[src/rtl/atomic_swap_mem_pkg.sv]
package atomic_swap_mem_pkg;

  localparam int LANES  = 8;
  localparam int DATA_W = LANES * 8;

  typedef enum logic [1:0] {
    OP_READ  = 2'd0,
    OP_WRITE = 2'd1,
    OP_INVAL = 2'd2,
    OP_SWAP  = 2'd3
  } op_e;

  // Control-to-datapath strobes for the request being sampled this cycle.
  typedef struct packed {
    logic       valid;
    logic       err;
    logic       load;
    logic       store;
    logic       cmpGate;
    logic       isSwap;
    logic [2:0] laneOff;
    logic [1:0] sizeCode;
  } strobe_t;

  typedef struct packed {
    logic              valid;
    logic              err;
    logic              swapOk;
    logic [DATA_W-1:0] data;
  } rsp_t;

  function automatic logic [DATA_W-1:0] lowMask(logic [1:0] sizeCode);
    case (sizeCode)
      2'd0:    lowMask = 64'h0000_0000_0000_00FF;
      2'd1:    lowMask = 64'h0000_0000_0000_FFFF;
      2'd2:    lowMask = 64'h0000_0000_FFFF_FFFF;
      default: lowMask = '1;
    endcase
  endfunction

  function automatic logic [LANES-1:0] laneSpan(logic [1:0] sizeCode);
    case (sizeCode)
      2'd0:    laneSpan = 8'h01;
      2'd1:    laneSpan = 8'h03;
      2'd2:    laneSpan = 8'h0F;
      default: laneSpan = 8'hFF;
    endcase
  endfunction

endpackage

[src/rtl/atomic_swap_mem_ctrl.sv]
module atomic_swap_mem_ctrl
  import atomic_swap_mem_pkg::*;
#(
  parameter int              ADDR_W = 16,
  parameter logic [ADDR_W-1:0] BASE = 'h100,
  parameter int              DEPTH  = 32,
  parameter int              IDX_W  = 5
) (
  input  logic              reqValid,
  input  logic [1:0]        reqOp,
  input  logic [ADDR_W-1:0] reqAddr,
  input  logic [1:0]        reqSize,
  input  logic              reqCond,
  output strobe_t           strobe,
  output logic [IDX_W-1:0]  wordIdx
);

  localparam int WIN_BYTES = DEPTH * LANES;
  localparam logic [ADDR_W+1:0] WIN_END = (ADDR_W+2)'(WIN_BYTES);

  op_e opCode;
  assign opCode = op_e'(reqOp);

  // Offset from the window base; the top bit is the borrow.
  logic [ADDR_W:0]   offsetExt;
  logic [ADDR_W+1:0] endExt;
  logic [3:0]        byteCount;
  logic [2:0]        alignMask;
  logic              belowBase, aboveTop, misaligned, narrowCond, fault;

  assign offsetExt = {1'b0, reqAddr} - {1'b0, BASE};
  assign byteCount = 4'd1 << reqSize;
  assign endExt    = {1'b0, offsetExt} + (ADDR_W+2)'(byteCount);
  assign belowBase = offsetExt[ADDR_W];
  assign aboveTop  = endExt > WIN_END;

  always_comb begin
    case (reqSize)
      2'd0:    alignMask = 3'b000;
      2'd1:    alignMask = 3'b001;
      2'd2:    alignMask = 3'b011;
      default: alignMask = 3'b111;
    endcase
  end

  assign misaligned = |(reqAddr[2:0] & alignMask);
  assign narrowCond = (opCode == OP_SWAP) && reqCond && (reqSize < 2'd2);
  assign fault      = belowBase || aboveTop || misaligned || narrowCond;

  always_comb begin
    strobe          = '0;
    strobe.valid    = reqValid;
    strobe.err      = reqValid && fault;
    strobe.load     = reqValid && !fault && (opCode == OP_READ || opCode == OP_SWAP);
    strobe.store    = reqValid && !fault && (opCode == OP_WRITE || opCode == OP_SWAP);
    strobe.isSwap   = reqValid && (opCode == OP_SWAP);
    strobe.cmpGate  = reqValid && !fault && (opCode == OP_SWAP) && reqCond;
    strobe.laneOff  = offsetExt[2:0];
    strobe.sizeCode = reqSize;
  end

  assign wordIdx = offsetExt[IDX_W+2:3];

endmodule

[src/rtl/atomic_swap_mem_dp.sv]
module atomic_swap_mem_dp
  import atomic_swap_mem_pkg::*;
#(
  parameter int DEPTH     = 32,
  parameter int IDX_W     = 5,
  parameter bit ZERO_INIT = 1'b1
) (
  input  logic              clk,
  input  logic              rstN,
  input  strobe_t           strobe,
  input  logic [IDX_W-1:0]  wordIdx,
  input  logic [DATA_W-1:0] wdata,
  input  logic [DATA_W-1:0] cmpData,
  output logic              wrEn,
  output rsp_t              rspNext
);

  logic [DATA_W-1:0] memArr [DEPTH];

  logic [DATA_W-1:0] oldWord, oldVal, sizeMsk, wShift, mergedWord;
  logic [LANES-1:0]  laneEn;
  logic [5:0]        bitOff;
  logic              cmpHit;

  assign oldWord = memArr[wordIdx];
  assign bitOff  = {strobe.laneOff, 3'b000};
  assign sizeMsk = lowMask(strobe.sizeCode);
  assign oldVal  = (oldWord >> bitOff) & sizeMsk;
  assign cmpHit  = oldVal == (cmpData & sizeMsk);
  assign wrEn    = strobe.store && (!strobe.cmpGate || cmpHit);
  assign laneEn  = laneSpan(strobe.sizeCode) << strobe.laneOff;
  assign wShift  = wdata << bitOff;

  for (genvar g = 0; g < LANES; g++) begin : g_lane
    assign mergedWord[8*g +: 8] = laneEn[g] ? wShift[8*g +: 8] : oldWord[8*g +: 8];
  end

  if (ZERO_INIT) begin : g_zero
    always_ff @(posedge clk or negedge rstN) begin
      if (!rstN) begin
        for (int i = 0; i < DEPTH; i++) memArr[i] <= '0;
      end else if (wrEn) begin
        memArr[wordIdx] <= mergedWord;
      end
    end
  end else begin : g_raw
    always_ff @(posedge clk) begin
      if (wrEn) memArr[wordIdx] <= mergedWord;
    end
  end

  always_comb begin
    rspNext        = '0;
    rspNext.valid  = strobe.valid;
    rspNext.err    = strobe.err;
    rspNext.swapOk = strobe.isSwap && wrEn;
    rspNext.data   = strobe.load ? oldVal : '0;
  end

endmodule

[src/rtl/atomic_swap_mem_pipe.sv]
module atomic_swap_mem_pipe
  import atomic_swap_mem_pkg::*;
#(
  parameter int LATENCY = 3
) (
  input  logic clk,
  input  logic rstN,
  input  rsp_t rspIn,
  output rsp_t rspOut
);

  rsp_t stage [LATENCY];

  always_ff @(posedge clk or negedge rstN) begin
    if (!rstN) begin
      for (int i = 0; i < LATENCY; i++) stage[i] <= '0;
    end else begin
      stage[0] <= rspIn;
      for (int i = 1; i < LATENCY; i++) stage[i] <= stage[i-1];
    end
  end

  assign rspOut = stage[LATENCY-1];

endmodule

[src/rtl/atomic_swap_mem.sv]
module atomic_swap_mem
  import atomic_swap_mem_pkg::*;
#(
  parameter int                ADDR_W    = 16,
  parameter logic [ADDR_W-1:0] BASE      = 'h100,
  parameter int                DEPTH     = 32,
  parameter int                LATENCY   = 3,
  parameter bit                ZERO_INIT = 1'b1
) (
  input  logic              clk,
  input  logic              rstN,
  input  logic              reqValid,
  input  logic [1:0]        reqOp,
  input  logic [ADDR_W-1:0] reqAddr,
  input  logic [1:0]        reqSize,
  input  logic [63:0]       reqWdata,
  input  logic [63:0]       reqCmp,
  input  logic              reqCond,
  output logic              rspValid,
  output logic [63:0]       rspRdata,
  output logic              rspErr,
  output logic              rspSwapOk
);

  localparam int IDX_W = $clog2(DEPTH);

  strobe_t          strobe;
  logic [IDX_W-1:0] wordIdx;
  logic             memWrEn;
  logic             ctrlErr;
  rsp_t             rspNext, rspOut;

  atomic_swap_mem_ctrl #(
    .ADDR_W(ADDR_W), .BASE(BASE), .DEPTH(DEPTH), .IDX_W(IDX_W)
  ) i_ctrl (
    .reqValid(reqValid), .reqOp(reqOp), .reqAddr(reqAddr),
    .reqSize(reqSize), .reqCond(reqCond),
    .strobe(strobe), .wordIdx(wordIdx)
  );

  atomic_swap_mem_dp #(
    .DEPTH(DEPTH), .IDX_W(IDX_W), .ZERO_INIT(ZERO_INIT)
  ) i_dp (
    .clk(clk), .rstN(rstN), .strobe(strobe), .wordIdx(wordIdx),
    .wdata(reqWdata), .cmpData(reqCmp), .wrEn(memWrEn), .rspNext(rspNext)
  );

  atomic_swap_mem_pipe #(.LATENCY(LATENCY)) i_pipe (
    .clk(clk), .rstN(rstN), .rspIn(rspNext), .rspOut(rspOut)
  );

  assign ctrlErr   = strobe.err;
  assign rspValid  = rspOut.valid;
  assign rspRdata  = rspOut.data;
  assign rspErr    = rspOut.err;
  assign rspSwapOk = rspOut.swapOk;

endmodule

[config.mk]
export PLATFORM = sky130hd
export DESIGN_NAME = atomic_swap_mem
export DESIGN_NICKNAME = d
export VERILOG_FILES = /design/src/rtl/atomic_swap_mem_pkg.sv /design/src/rtl/atomic_swap_mem_ctrl.sv /design/src/rtl/atomic_swap_mem_dp.sv /design/src/rtl/atomic_swap_mem_pipe.sv /design/src/rtl/atomic_swap_mem.sv
export SDC_FILE = /design/constraint.sdc
export NUM_CORES = 2
export LEC_CHECK = 0
export BUFFER_PORTS_ARGS = -buffer_cell sky130_fd_sc_hd__buf_2
export CAP_MARGIN = 0
export CORE_UTILIZATION = 50
export CTS_BUF_LIST = sky130_fd_sc_hd__clkbuf_8
export DETAILED_ROUTE_END_ITERATION = 7
export MAX_ROUTING_LAYER = met4
export PLACE_DENSITY = 0.64
export SYNTH_ARGS = -nofsm -noshare
export SYNTH_HDL_FRONTEND = slang
export SYNTH_HIERARCHICAL = 1
export SYNTH_SLANG_ARGS = --single-unit
[constraint.sdc]
create_clock -name clk -period 4.4 [get_ports clk]
set_clock_uncertainty 0.05 [all_clocks]
set_input_delay 0.66 -clock clk [delete_from_list [all_inputs] [get_ports clk]]
set_output_delay 0.66 -clock clk [all_outputs]
set_load 0.01 [all_outputs]
==> reports/qor.yml <==
status: "finished, violations left"
violations: "setup timing"
comb_power_share: 0.075
die-area_um2: 210000
synth.avg_cell_area_um2: 13.3
r2r_slack_ns: -0.65
end_kind: "flop"
wire_per_inst_um: 32.6
p_leak_nw: 65.8
min_path_type: "primary input to asynchronous set/reset pin"
r2r_cells: 18
synth-main-ff-cell: "dfrtp_1"
path_clk_slew_ns: 0.06
async_flop_share: 1.00
ys_ff_latch: 2249
grt_antenna_before_repair: 11
timing.critical_path.fanout_max: 11
clock_latency_ns: 1.15
drtAntennaViolNets: 0
multiInputGateArea_um2: 46400
hold_violations: 0
seq_power_share: 0.485
grt_pass1_vias: 76200
setup_slack_ns: -0.704
synthTopCellsByCount: "dfrtp_1, mux2_2, mux2i_1"
worstSetupPathType: "primary input to flop"
p_int_mw: 31.9
die_w_um: 459
rsz0062_at_grt: "true"
slew_violations: 0
wl_um: 391000
row_count: 167
ctsHtreeMaxLevel: 5
drive_above_1_share: 0.472
post-route-period-util: 1.16
ios: 219
timing.rr.end: "i_dp/memArr[1664]"
drc_errors: 0
synthesis.instances: 7852
powerDensity_nw_per_um2: 330
track_usage: 0.378
die_h_um: 459
finalSetupViolations: 2049
cts.sinks: 2249
numCtsBuffers: 390
sw_frac_of_total: 0.253
finalPower_mw: 42.7
fin_nets: 9089
max_freq_mhz: 196
globalRoute.totalOverflow: 0
slew_headroom: 0.0733
vias_per_cell: 6.27
fin_crit_ns: 5.10
gp_congestion: 1.01
p_sw_mw: 10.8
start_util: 0.504
ir_worst_vdd_v: 0.000373
first_iter_violations: 7180
placedCellCount: 11200
tritoncts: "yes"
worstSetupStartpointType: "primary input"
grt_pass1_wl_um: 553000
synth_cell_types: 81
max_cap_violations: 0
cp.required_ns: 5.32
register_area_um2: 56300
yosysSeqAreaShare: 0.540
yosys.area.top_type: "dfrtp_1"
clkPwrFrac: 0.439
r2r_start: "i_dp/memArr[1197]"
place_hpwl_um: 255000
clockBufferDepth: 4
grt_max_degree: 145
worstPathArrival_ns: 6.02
synth_top_area_frac: 0.540
finalNonFillerCells: 12000
ys_warn_count: 6
synth.area.top_cells: "dfrtp_1, mux2_2, mux2i_1"
firstDrtPassIters: 8
num-fill-cells: 15900
area_growth_pct: 24.1
syn-num-nets: 8012
io_buffer_count: 218
synth_area_um2: 104000
clockRootBuffer: "clkbuf_8"
synth_edf_count: 0
yosysMostFrequentCell: "dfrtp_1"
core_um2: 207000
max_slew.worst_pin.slew_ns: 1.39
vias: 75200
## registers in the layout, summed over array words and instances, names as in the netlist
signal,cells
i_pipe/rspOut,67
i_pipe/stage,134
i_dp/memArr,2048
## cell families (layout without fill, tap and decap cells)
logic type	Yosys count	after routing	synth area share
compound gates	933	933	0.0581
other cells	0	8	0
xor+xnor	31	31	0.00260
flops	2249	2249	0.540
fa+ha+maj	8	8	0.00103
buf+inv	802	2147	0.0364
simple gates	666	674	0.0323
mux	3163	3163	0.330
## cell type report
class	count	area share
clock buffers	496	0.0528
well taps	2788	0.0270
inverters	28	0.000812
multi-input cells	4809	0.358
flip-flops and latches	2249	0.435
diodes	8	0.000155
clock inverters	172	0.00603
repair buffers	1451	0.120
## cell usage in the layout (no fill, tap or decap), types with 81 or more instances in the layout
cell,count
a21oi_1,81
buf_12,315
buf_2,210
buf_4,827
clkbuf_8,496
dfrtp_1,2249
inv_1,168
mux2_2,2075
mux2i_1,1054
nand2_1,145
nor2_1,177
o22ai_1,516
## layer usage
layer | routed length [um] | GRT usage | part of all wire | up-vias
met5 | 0 | - | 0 | -
met3 | 31100 | 0.0777 | 0.080 | 914
met1 | 163000 | 0.497 | 0.42 | 40000
li1 | - | - | - | 31100
met2 | 175000 | 0.558 | 0.45 | 3177
met4 | 21600 | 0.181 | 0.055 | 0
## how the worst max path moves through the flow
stage                      startpoint  slack (ns)  cells past startpoint                end
finish                     reqAddr[5]       -0.70                     23  i_dp/memArr[1664]
global route        i_dp/memArr[1056]       -0.68                     18   i_dp/memArr[107]
CTS                  i_dp/memArr[365]       -0.47                     19  i_dp/memArr[1203]
detailed placement         reqAddr[6]       -2.21                     24   i_dp/memArr[480]
global placement           reqAddr[6]       -2.24                     25   i_dp/memArr[462]
floorplan                  reqAddr[4]       -0.82                     21  i_dp/memArr[1677]
## power groups by stage
stage	logic [mW]	registers (mW)	clock network (mW)
floorplan	1.30	21.1	0
global placement	3.05	21.1	0
detailed placement	3.08	21.1	0
CTS	3.16	20.7	19.0
global route	3.36	20.7	19.9
finish	3.21	20.7	18.7
## stage by stage
stage               area, um2   util  setup WS (ns)  setup TNS (ns)  hold WS, ns
finish                 129000  0.625         -0.704        -1151.07       0.0906
global route           129000  0.625         -0.683        -1160.34       0.0867
CTS                    129000  0.622         -0.466         -771.11       0.0463
detailed placement     118000  0.572          -2.21        -4262.12        0.285
global placement       118000  0.572          -2.24        -4338.23        0.282
floorplan              105000      -         -0.823        -1610.33        0.281
## worst max-delay path: stages
cell       delay [ns]
buf_2            0.23
buf_4            0.18
or4_4            0.18
buf_12           0.22
buf_12           0.19
o22ai_1          0.20
nor4_2           0.60
buf_12           0.17
buf_4            0.13
a21oi_1          0.08
a221oi_2         0.28
buf_4            0.18
nor3_1           0.04
or4_4            0.52
nor4_4           0.36
o2111ai_4        0.21
buf_12           0.20
o31ai_4          0.26
buf_12           0.20
buf_12           0.16
nand2_8          0.14
buf_16           0.23
mux2_2           0.29
## timing repair
| item | in CTS | in global routing |
|---|---|---|
| endpoints found under the hold margin | 133 | 0 |
| hold buffers | 2 | 0 |
| setup buffers | 98 | 13 |
| pin swaps | 46 | 12 |
| gates cloned | 31 | 13 |
| gates resized for setup | 193 | 73 |
| endpoints found under the setup margin | 2049 | 2049 |
Power figures use the tool's default switching activity.
